--- config.mk ---
export PLATFORM = sky130hd
export DESIGN_NAME = fpx_status_upd
export DESIGN_NICKNAME = d
export VERILOG_FILES = /design/src/rtl/fpx_pkg.sv /design/src/rtl/fpx_prio_pick.sv /design/src/rtl/fpx_stat_merge.sv /design/src/rtl/fpx_pc_step.sv /design/src/rtl/fpx_status_upd.sv
export SDC_FILE = /design/constraint.sdc
export NUM_CORES = 1
export LEC_CHECK = 0
export ABC_CLOCK_PERIOD_IN_PS = 2800
export BUFFER_PORTS_ARGS = -buffer_cell sky130_fd_sc_hd__buf_2
export CORE_UTILIZATION = 43
export CTS_CLUSTER_DIAMETER = 200
export DETAILED_ROUTE_END_ITERATION = 6
export GPL_TIMING_DRIVEN = 1
export PLACE_DENSITY_LB_ADDON = 0.12
export SYNTH_ARGS = -nofsm -noshare
export SYNTH_HDL_FRONTEND = slang
export SYNTH_SLANG_ARGS = --single-unit
--- constraint.sdc ---
create_clock -name clk -period 2.8 [get_ports clk]
set_input_delay 0.14 -clock clk [delete_from_list [all_inputs] [get_ports clk]]
set_output_delay 0.14 -clock clk [all_outputs]
set_load 0.03 [all_outputs]
--- src/rtl/fpx_pkg.sv ---
package fpx_pkg;
  localparam int FLAG_W   = 5;
  localparam int CEXC_LSB = 0;
  localparam int AEXC_LSB = 5;
  localparam int FTT_LSB  = 14;
  localparam int FTT_W    = 3;
  localparam int TEM_LSB  = 23;
  localparam logic [FTT_W-1:0] FTT_IEEE = 3'd1;

  // Flag positions; a higher index wins when one flag must be chosen.
  typedef enum int {
    FX_INEXACT  = 0,
    FX_DIVZERO  = 1,
    FX_UNDERFL  = 2,
    FX_OVERFL   = 3,
    FX_INVALID  = 4
  } fx_bit_e;
endpackage

--- src/rtl/fpx_prio_pick.sv ---
module fpx_prio_pick #(
  parameter int W = 5
) (
  input  logic [W-1:0] req,
  output logic [W-1:0] pick
);
  always_comb begin
    pick = '0;
    for (int i = 0; i < W; i++) begin
      if (req[i]) pick = W'(1) << i;
    end
  end

  always_comb begin
    p_pick_onehot_r3: assert ($onehot0(pick));
    p_pick_subset_r3: assert ((pick & ~req) == '0);
  end
endmodule

--- src/rtl/fpx_stat_merge.sv ---
module fpx_stat_merge
  import fpx_pkg::*;
#(
  parameter int STAT_W = 32
) (
  input  logic [STAT_W-1:0] stat_i,
  input  logic [FLAG_W-1:0] flags_i,
  output logic              trap_o,
  output logic [STAT_W-1:0] stat_o
);
  logic [FLAG_W-1:0] enabled;
  logic [FLAG_W-1:0] one_flag;
  logic [FLAG_W-1:0] cexc;

  assign enabled = flags_i & stat_i[TEM_LSB +: FLAG_W];
  assign trap_o  = |enabled;

  fpx_prio_pick #(.W(FLAG_W)) u_pick (
    .req  (enabled),
    .pick (one_flag)
  );

  assign cexc = trap_o ? one_flag : flags_i;

  always_comb begin
    stat_o = stat_i;
    stat_o[CEXC_LSB +: FLAG_W] = cexc;
    if (trap_o) begin
      stat_o[FTT_LSB +: FTT_W] = FTT_IEEE;
    end else begin
      stat_o[AEXC_LSB +: FLAG_W] = stat_i[AEXC_LSB +: FLAG_W] | cexc;
    end
  end

  always_comb begin
    p_trap_cexc_single_r3: assert (!trap_o || $countones(stat_o[CEXC_LSB +: FLAG_W]) == 1);
    p_tem_passthru_r10: assert (stat_o[TEM_LSB +: FLAG_W] == stat_i[TEM_LSB +: FLAG_W]);
  end
endmodule

--- src/rtl/fpx_pc_step.sv ---
module fpx_pc_step #(
  parameter int PC_W    = 32,
  parameter int PC_STEP = 4
) (
  input  logic            hold_i,
  input  logic [PC_W-1:0] pc_i,
  input  logic [PC_W-1:0] npc_i,
  output logic [PC_W-1:0] pc_o,
  output logic [PC_W-1:0] npc_o
);
  localparam logic [PC_W-1:0] STEP = PC_W'(PC_STEP);

  always_comb begin
    if (hold_i) begin
      pc_o  = pc_i;
      npc_o = npc_i;
    end else begin
      pc_o  = npc_i;
      npc_o = npc_i + STEP;
    end
  end
endmodule

--- src/rtl/fpx_status_upd.sv ---
module fpx_status_upd
  import fpx_pkg::*;
#(
  parameter int STAT_W  = 32,
  parameter int PC_W    = 32,
  parameter int PC_STEP = 4
) (
  input  logic              clk,
  input  logic              rst_n,
  input  logic              op_done,
  input  logic [FLAG_W-1:0] op_flags,
  input  logic [STAT_W-1:0] stat_in,
  input  logic [PC_W-1:0]   pc_in,
  input  logic [PC_W-1:0]   npc_in,
  output logic [STAT_W-1:0] stat_out,
  output logic              trap_req,
  output logic [PC_W-1:0]   pc_out,
  output logic [PC_W-1:0]   npc_out
);
  logic [1:0]        rst_sync;
  logic              rst_ok_n;
  logic              trap_c;
  logic [STAT_W-1:0] stat_c;
  logic [PC_W-1:0]   pc_c, npc_c;

  logic [STAT_W-1:0] stat_q, stat_d;
  logic              trap_q, trap_d;
  logic [PC_W-1:0]   pc_q, pc_d, npc_q, npc_d;

  // reset: asserted at once, released on the clock
  always_ff @(posedge clk or negedge rst_n) begin
    if (!rst_n) rst_sync <= 2'b00;
    else        rst_sync <= {rst_sync[0], 1'b1};
  end
  assign rst_ok_n = rst_sync[1];

  fpx_stat_merge #(.STAT_W(STAT_W)) u_merge (
    .stat_i  (stat_in),
    .flags_i (op_flags),
    .trap_o  (trap_c),
    .stat_o  (stat_c)
  );

  fpx_pc_step #(.PC_W(PC_W), .PC_STEP(PC_STEP)) u_step (
    .hold_i (trap_c),
    .pc_i   (pc_in),
    .npc_i  (npc_in),
    .pc_o   (pc_c),
    .npc_o  (npc_c)
  );

  // next state
  always_comb begin
    stat_d = stat_q;
    pc_d   = pc_q;
    npc_d  = npc_q;
    trap_d = 1'b0;
    if (op_done) begin
      stat_d = stat_c;
      pc_d   = pc_c;
      npc_d  = npc_c;
      trap_d = trap_c;
    end
  end

  always_ff @(posedge clk or negedge rst_ok_n) begin
    if (!rst_ok_n) begin
      stat_q <= '0;
      trap_q <= 1'b0;
      pc_q   <= '0;
      npc_q  <= '0;
    end else begin
      stat_q <= stat_d;
      trap_q <= trap_d;
      pc_q   <= pc_d;
      npc_q  <= npc_d;
    end
  end

  assign stat_out = stat_q;
  assign trap_req = trap_q;
  assign pc_out   = pc_q;
  assign npc_out  = npc_q;

  p_trap_after_strobe_r2: assert property (@(posedge clk) disable iff (!rst_ok_n)
    !op_done |=> !trap_req);
  p_idle_hold_r9: assert property (@(posedge clk) disable iff (!rst_ok_n)
    !op_done |=> ($stable(stat_out) && $stable(pc_out) && $stable(npc_out)));
  p_aexc_kept_on_trap_r5: assert property (@(posedge clk) disable iff (!rst_ok_n)
    op_done |=> (!trap_req || stat_out[AEXC_LSB +: FLAG_W] == $past(stat_in[AEXC_LSB +: FLAG_W])));
  p_pc_hold_on_trap_r7: assert property (@(posedge clk) disable iff (!rst_ok_n)
    op_done |=> (!trap_req || (pc_out == $past(pc_in) && npc_out == $past(npc_in))));
  p_ftt_on_trap_r6: assert property (@(posedge clk) disable iff (!rst_ok_n)
    op_done |=> (!trap_req || stat_out[FTT_LSB +: FTT_W] == FTT_IEEE));
endmodule

==> impl_metrics.yaml, run 1 <==
clock_tree:
  cts.sinks: 99
  cts.htree.levels: 3
  cts-buffers-inserted: 9
  cts_resized: 0
  cts_root_buf: "clkbuf_8"
  cts.clk_slew.worst_paths_ns: 0.09
  clk_latency_ns: 0.37
  clockBufferDepth: 2
  cts_tree: "yes"
  cts_setup_buffers: 0
synthesis:
  synth_warnings: 0
  seq_area_frac_synth: 0.540
  async_reset_ff_frac: 1.00
  synth_fp_nets: 583
  synth-simple-area-share: 0.205
  netlist_top_cells_area: "dfrtp_1 54%, nand2_1 6.1%, nor2_1 5.7%"
  synth-adder-area-share: 0.00273
  ys_seq_elements: 99
  synth_compound_area_frac: 0.117
  synth_common_cells: "99 x dfrtp_1, 74 x nand2_1, 70 x nor2_1"
  syn_area_mm2: 0.00459
  synth_top_area_cell: "dfrtp_1"
  synth_top_area_frac: 0.540
  synth_enable_flop_cells: 0
  synthDistinctLibCells: 37
  postSynthCellCount: 478
  synthFlopType: "dfrtp_1"
  yosys.area_share.xor_xnor: 0.0496
  synth_top_family_by_area: "simple AND/OR/NAND/NOR gates"
  synth_mux_area_frac: 0.0515
  yosysMostFrequentCell: "dfrtp_1"
  syn_area_per_cell_um2: 9.60
sta:
  fin_skew_ns: 0.00685
  fin_setup_tns_ns: 0
  fin_crit_sh: 0.566
  worstMarginPinSlew_ns: 0.698
  slew_headroom: 0.534
  hold_viol: 0
  setup_viol: 0
  period_needed_ns: 1.58
  rsz0062_at_grt: "false"
  maxClockFrequency_ghz: 0.631
  finalHoldWorstSlack_ns: 0.0120
  slew_violations: 0
pwr:
  max-vdd-ir-drop_v: 0.000289
  fin_total_pwr_mw: 3.36
  power.leakage_nw: 2.81
  power_density_mw_per_mm2: 556
cells_and_area:
  final_nets: 785
  multi_input_area_mm2: 0.00196
  drive_gt1_frac: 0.362
  area_growth_pct: 31.9
  ff_latch_area_mm2: 0.00248
  num-fill-cells: 938
  final_cell_count_no_fill: 821
  diodes: 0
floorplan:
  num_rows: 37
  start_util: 0.444
  die_height_um: 105
  die_area_mm2: 0.0111
  io_pins: 201
  die_w_um: 105
  coreArea_mm2: 0.0103
setup_path:
  crit_path_end: "npc_out[31]"
  critPathLaunch: "op_flags[0]"
  required_ns: 3.09
  reg2reg_slack_ns: 1.79
  worstReg2RegStart: "rst_sync[1]"
  critPathLaunchType: "input port"
  worstPathMaxFanout: 11
  rr_endpoint: "stat_out[25]"
  endpoint_kind: "flop"
  path_class: "in -> reg"
  r2r_cells: 1
  critPathArrivalTime_ns: 1.88
placed_design:
  dpl.hpwl_um: 8430
  place_congestion: 0.761
  post-place-cells: 785
  portBuffers: 195
detailed_routing:
  vias: 4186
  first_pass_iters: 7
  routedWlPerCell_um: 14.6
  drt-total-wl_um: 12000
  drt_drc_violations_left: 0
  viasPerCell: 5.10
  detail_route.iter0.violations: 282
  drtAntennaViolNets: 0
global_routing:
  antenna_found_initial: 0
  grt_max_degree: 82
  grt_pass1_vias: 4070
  grt_pass1_wl_um: 19800
  grt_overflow: 0
  grtUsageTotal: 0.226
worst_hold_path:
  hp-class: "in -> reg"
run:
  maxCapViolCount: 0
status:
  status: "finished, final reports clean"
flip-flops by register name, indices dropped and copies added, names as in the netlist:
register,count
rst_sync,2
npc_out,32
pc_out,32
stat_out,32
trap_req,1
power by group:
| part | internal (mW) | switching [mW] | total (mW) | leakage, nW |
|---|---|---|---|---|
| Sequential | 1.58 | 0.0866 | 1.66 | 1.13 |
| Clock | 0.319 | 0.489 | 0.808 | 0.0791 |
| Combinational | 0.297 | 0.597 | 0.895 | 1.59 |
| Total | 2.19 | 1.17 | 3.36 | 2.81 |
kinds of logic (layout without fill, tap and decap cells):
family,count (synthesis),after routing
compound gates,90,90
xor+xnor,26,26
fa+ha+maj,1,1
buf+inv,38,245
flops,99,99
mux,21,21
other cells,1,1
simple gates,202,202
placed cells by master, fill, tap and decap left out, types with 10 or more instances in the layout:
cell / count
dfrtp_1: 98
nand3_1: 14
buf_2: 194
a21oi_1: 39
dlygate4sd3_1: 20
nand2_1: 74
nor2_1: 70
nand4_1: 11
xnor2_1: 10
xor2_1: 16
mux2_2: 21
a31oi_1: 35
per-stage QoR:
stage               setup slack [ns]  cell area [um^2]   util
global placement               0.843              5690  0.551
finish                          1.22              6050  0.586
global route                    1.11              6050  0.586
floorplan                       1.14              4590      -
detailed placement             0.808              5690  0.551
CTS                             1.19              6050  0.586
worst max-delay path, stage by stage:
cell      delay (ns)
buf_2           0.12
a222oi_1        0.35
buf_4           0.25
and3_1          0.29
nand3_2         0.13
or4_1           0.42
a31oi_1         0.17
repair_timing:
action,4_1_cts,5_1_grt
hold buffers,20,0
endpoints found under the hold margin,21,0
setup endpoints to repair,0,0
how the worst min path moves through the flow:
stage                   start           to  slack, ns  depth (start not counted)
floorplan               rst_n  rst_sync[0]      -0.16                          0
global placement        rst_n  rst_sync[0]      -0.07                          1
detailed placement      rst_n  rst_sync[0]      -0.07                          1
CTS                  pc_in[4]    pc_out[4]     0.0008                          3
global route        npc_in[1]   npc_out[1]      0.005                          2
finish              pc_in[17]   pc_out[17]       0.01                          3
routing by layer:
layer,vias up,global-route usage,part of all wire
met3,16,0.0588,0.072
met1,1972,0.293,0.44
li1,2051,-,-
met2,147,0.367,0.47
met4,0,0.0744,0.013
met5,-,0,0
layout make-up:
class                   instances  share of cell area
multi-input cells             341               0.323
inverters                       7             0.00434
well taps                     136              0.0281
flip-flops and latches         99               0.410
repair buffers                222               0.208
clock buffers                  11              0.0217
clock inverters                 5             0.00496
(Power assumes the default switching activity.)
==> inputs of run 2 (changes only) <==
ABC_AREA = 1   (was default)
ABC_CLOCK_PERIOD_IN_PS = 1300   (was 2800)
CORE_UTILIZATION = 44   (was 43)
clock period = 1.3 ns   (was 2.8 ns; I/O delays follow)
==> run 2 against run 1 <==
  * Final cell count is 24% higher
  * Largest power group unchanged
  * Critical path type unchanged
  * Clock power rose to 3.1 times the previous value
  * Count of clock-buffer cells in the layout up 2
  * Critical endpoint is now pc_out[0]
  * Synthesized cell count grew 35%
  * Highest routed layer unchanged
==> impl_metrics.yaml, run 2 <==
status:
  status: "finished, final reports clean"
setup_path:
  rr_endpoint: "stat_out[3]"
  critPathArrivalTime_ns: 1.27
  endpoint_kind: "flop"
  worstPathMaxFanout: 23
  r2r_cells: 2
  critPathLaunchType: "input port"
  required_ns: 1.50
  worstReg2RegStart: "stat_out[3]"
  reg2reg_slack_ns: 0.53
  path_class: "in -> reg"
detailed_routing:
  drt_drc_violations_left: 0
  drt-total-wl_um: 14700
  first_pass_iters: 5
  drtAntennaViolNets: 0
  routedWlPerCell_um: 14.4
  vias: 5065
  viasPerCell: 4.98
  detail_route.iter0.violations: 322
cells_and_area:
  multi_input_area_mm2: 0.00231
  num-fill-cells: 1019
  diodes: 0
  utilization: 0.623
  final_nets: 979
  ff_latch_area_mm2: 0.00248
  final_common_cell: "nand2_1"
  drive_gt1_frac: 0.312
  final_cell_mix: "220 x nand2_1, 195 x buf_2, 98 x dfrtp_1"
  area_growth_pct: 35.4
global_routing:
  grt_pass1_vias: 4881
  antenna_found_initial: 0
  grtUsageTotal: 0.250
  grt_overflow: 0
  grt_max_degree: 56
  grt_pass1_wl_um: 23300
sta:
  period_needed_ns: 1.07
  fin_crit_sh: 0.827
  rsz0062_at_grt: "false"
  finalHoldWorstSlack_ns: 0.0104
  fin_skew_ns: 0.00362
  maxClockFrequency_ghz: 0.931
  slew_violations: 0
  hold_viol: 0
  setup_viol: 0
synthesis:
  async_reset_ff_frac: 1.00
  synth_top_area_frac: 0.488
  syn_area_mm2: 0.00507
  netlist_top_cells_area: "dfrtp_1 49%, nand2_1 16%, o21ai_0 6.5%"
  synth_top_area_cell: "dfrtp_1"
  postSynthCellCount: 646
  synth_warnings: 0
  seq_area_frac_synth: 0.488
  syn_area_per_cell_um2: 7.85
  synth_enable_flop_cells: 0
  synthFlopType: "dfrtp_1"
  ys_seq_elements: 99
  yosysMostFrequentCell: "nand2_1"
  synth_common_cells: "220 x nand2_1, 99 x dfrtp_1, 69 x nor2_1"
  synthDistinctLibCells: 38
  synth_fp_nets: 751
run:
  maxCapViolCount: 0
placed_design:
  portBuffers: 195
  dpl.hpwl_um: 10500
  place_congestion: 0.848
worst_hold_path:
  hp-class: "in -> reg"
  hold_depth: 3
  min_from: "pc_in[13]"
  worstHoldEndpoint: "pc_out[13]"
clock_tree:
  cts.sinks: 99
  cts_resized: 0
  clockBufferDepth: 2
  cts.htree.levels: 3
  cts.clk_slew.worst_paths_ns: 0.06
  cts-buffers-inserted: 9
  cts_root_buf: "clkbuf_16"
  cts_tree: "yes"
  cts_setup_buffers: 0
  cts_hold_buffers: 23
  clk_latency_ns: 0.33
floorplan:
  num_rows: 38
  die_w_um: 109
  start_util: 0.460
  coreArea_mm2: 0.0110
  die_height_um: 109
  die_area_mm2: 0.0120
  io_pins: 201
pwr:
  power_density_mw_per_mm2: 1190
  power.leakage_nw: 3.67
  max-vdd-ir-drop_v: 0.000668
[run 2: per-stage QoR]
stage / cells / setup TNS, ns / setup slack [ns] / instance area, um^2 / power, mW
4_1_cts: 1018 / 0 / 0.304 / 6870 / 8.22
6_report: 1018 / 0 / 0.226 / 6870 / 8.14
3_3_place_gp: 980 / 0 / 0.0256 / 6370 / 5.59
5_1_grt: 1018 / 0 / 0.128 / 6870 / 8.54
3_5_place_dp: 980 / -0.172 / -0.0419 / 6370 / 5.64
2_1_floorplan: 646 / 0 / 0.186 / 5080 / 4.85
[run 2: routing by layer]
metal / wire length [um] / track usage / vias to the layer above
li1: - / - / 2540
met1: 6600 / 0.323 / 2335
met2: 7010 / 0.423 / 178
met3: 918 / 0.0492 / 12
met4: 148 / 0.0733 / 0
met5: 0 / 0 / -
[run 2: critical path, cell delays in order]
cell	delay (ns)
buf_2	0.10
nand2_1	0.10
inv_1	0.07
nor2_2	0.18
nand2_4	0.14
buf_4	0.26
o21ai_0	0.20
o21ai_0	0.14
[run 2: worst max path at each step]
stage | start | to | slack (ns) | cells after the start
detailed placement | op_flags[4] | pc_out[2] | -0.04 | 8
CTS | npc_out[22] | npc_out[22] | 0.30 | 1
finish | op_flags[4] | pc_out[0] | 0.23 | 8
global route | op_flags[4] | pc_out[0] | 0.13 | 8
floorplan | npc_in[2] | npc_out[26] | 0.19 | 10
global placement | op_flags[4] | npc_out[29] | 0.03 | 9
[run 2: logic make-up after synthesis]
logic type | after synthesis | share of synthesized area
compound gates | 99 | 0.104
xor+xnor | 4 | 0.00691
fa+ha+maj | 1 | 0.00247
buf+inv | 66 | 0.0570
flops | 99 | 0.488
other cells | 1 | 0.000739
simple gates | 376 | 0.340
[run 2: area by class of cell]
type / instances / area share
clock buffer: 13 / 0.0379
inverter: 36 / 0.0199
clock inverter: 2 / 0.00182
sequential: 99 / 0.361
timing repair buffer: 247 / 0.218
tap: 140 / 0.0255
multi-input combinational: 481 / 0.336
[run 2: power breakdown]
group	leakage (nW)	switching [mW]	internal (mW)	total (mW)
registers	1.19	0.180	3.39	3.57
clock network	0.132	1.12	1.39	2.51
logic	2.34	1.40	0.660	2.06
total	3.67	2.70	5.44	8.14
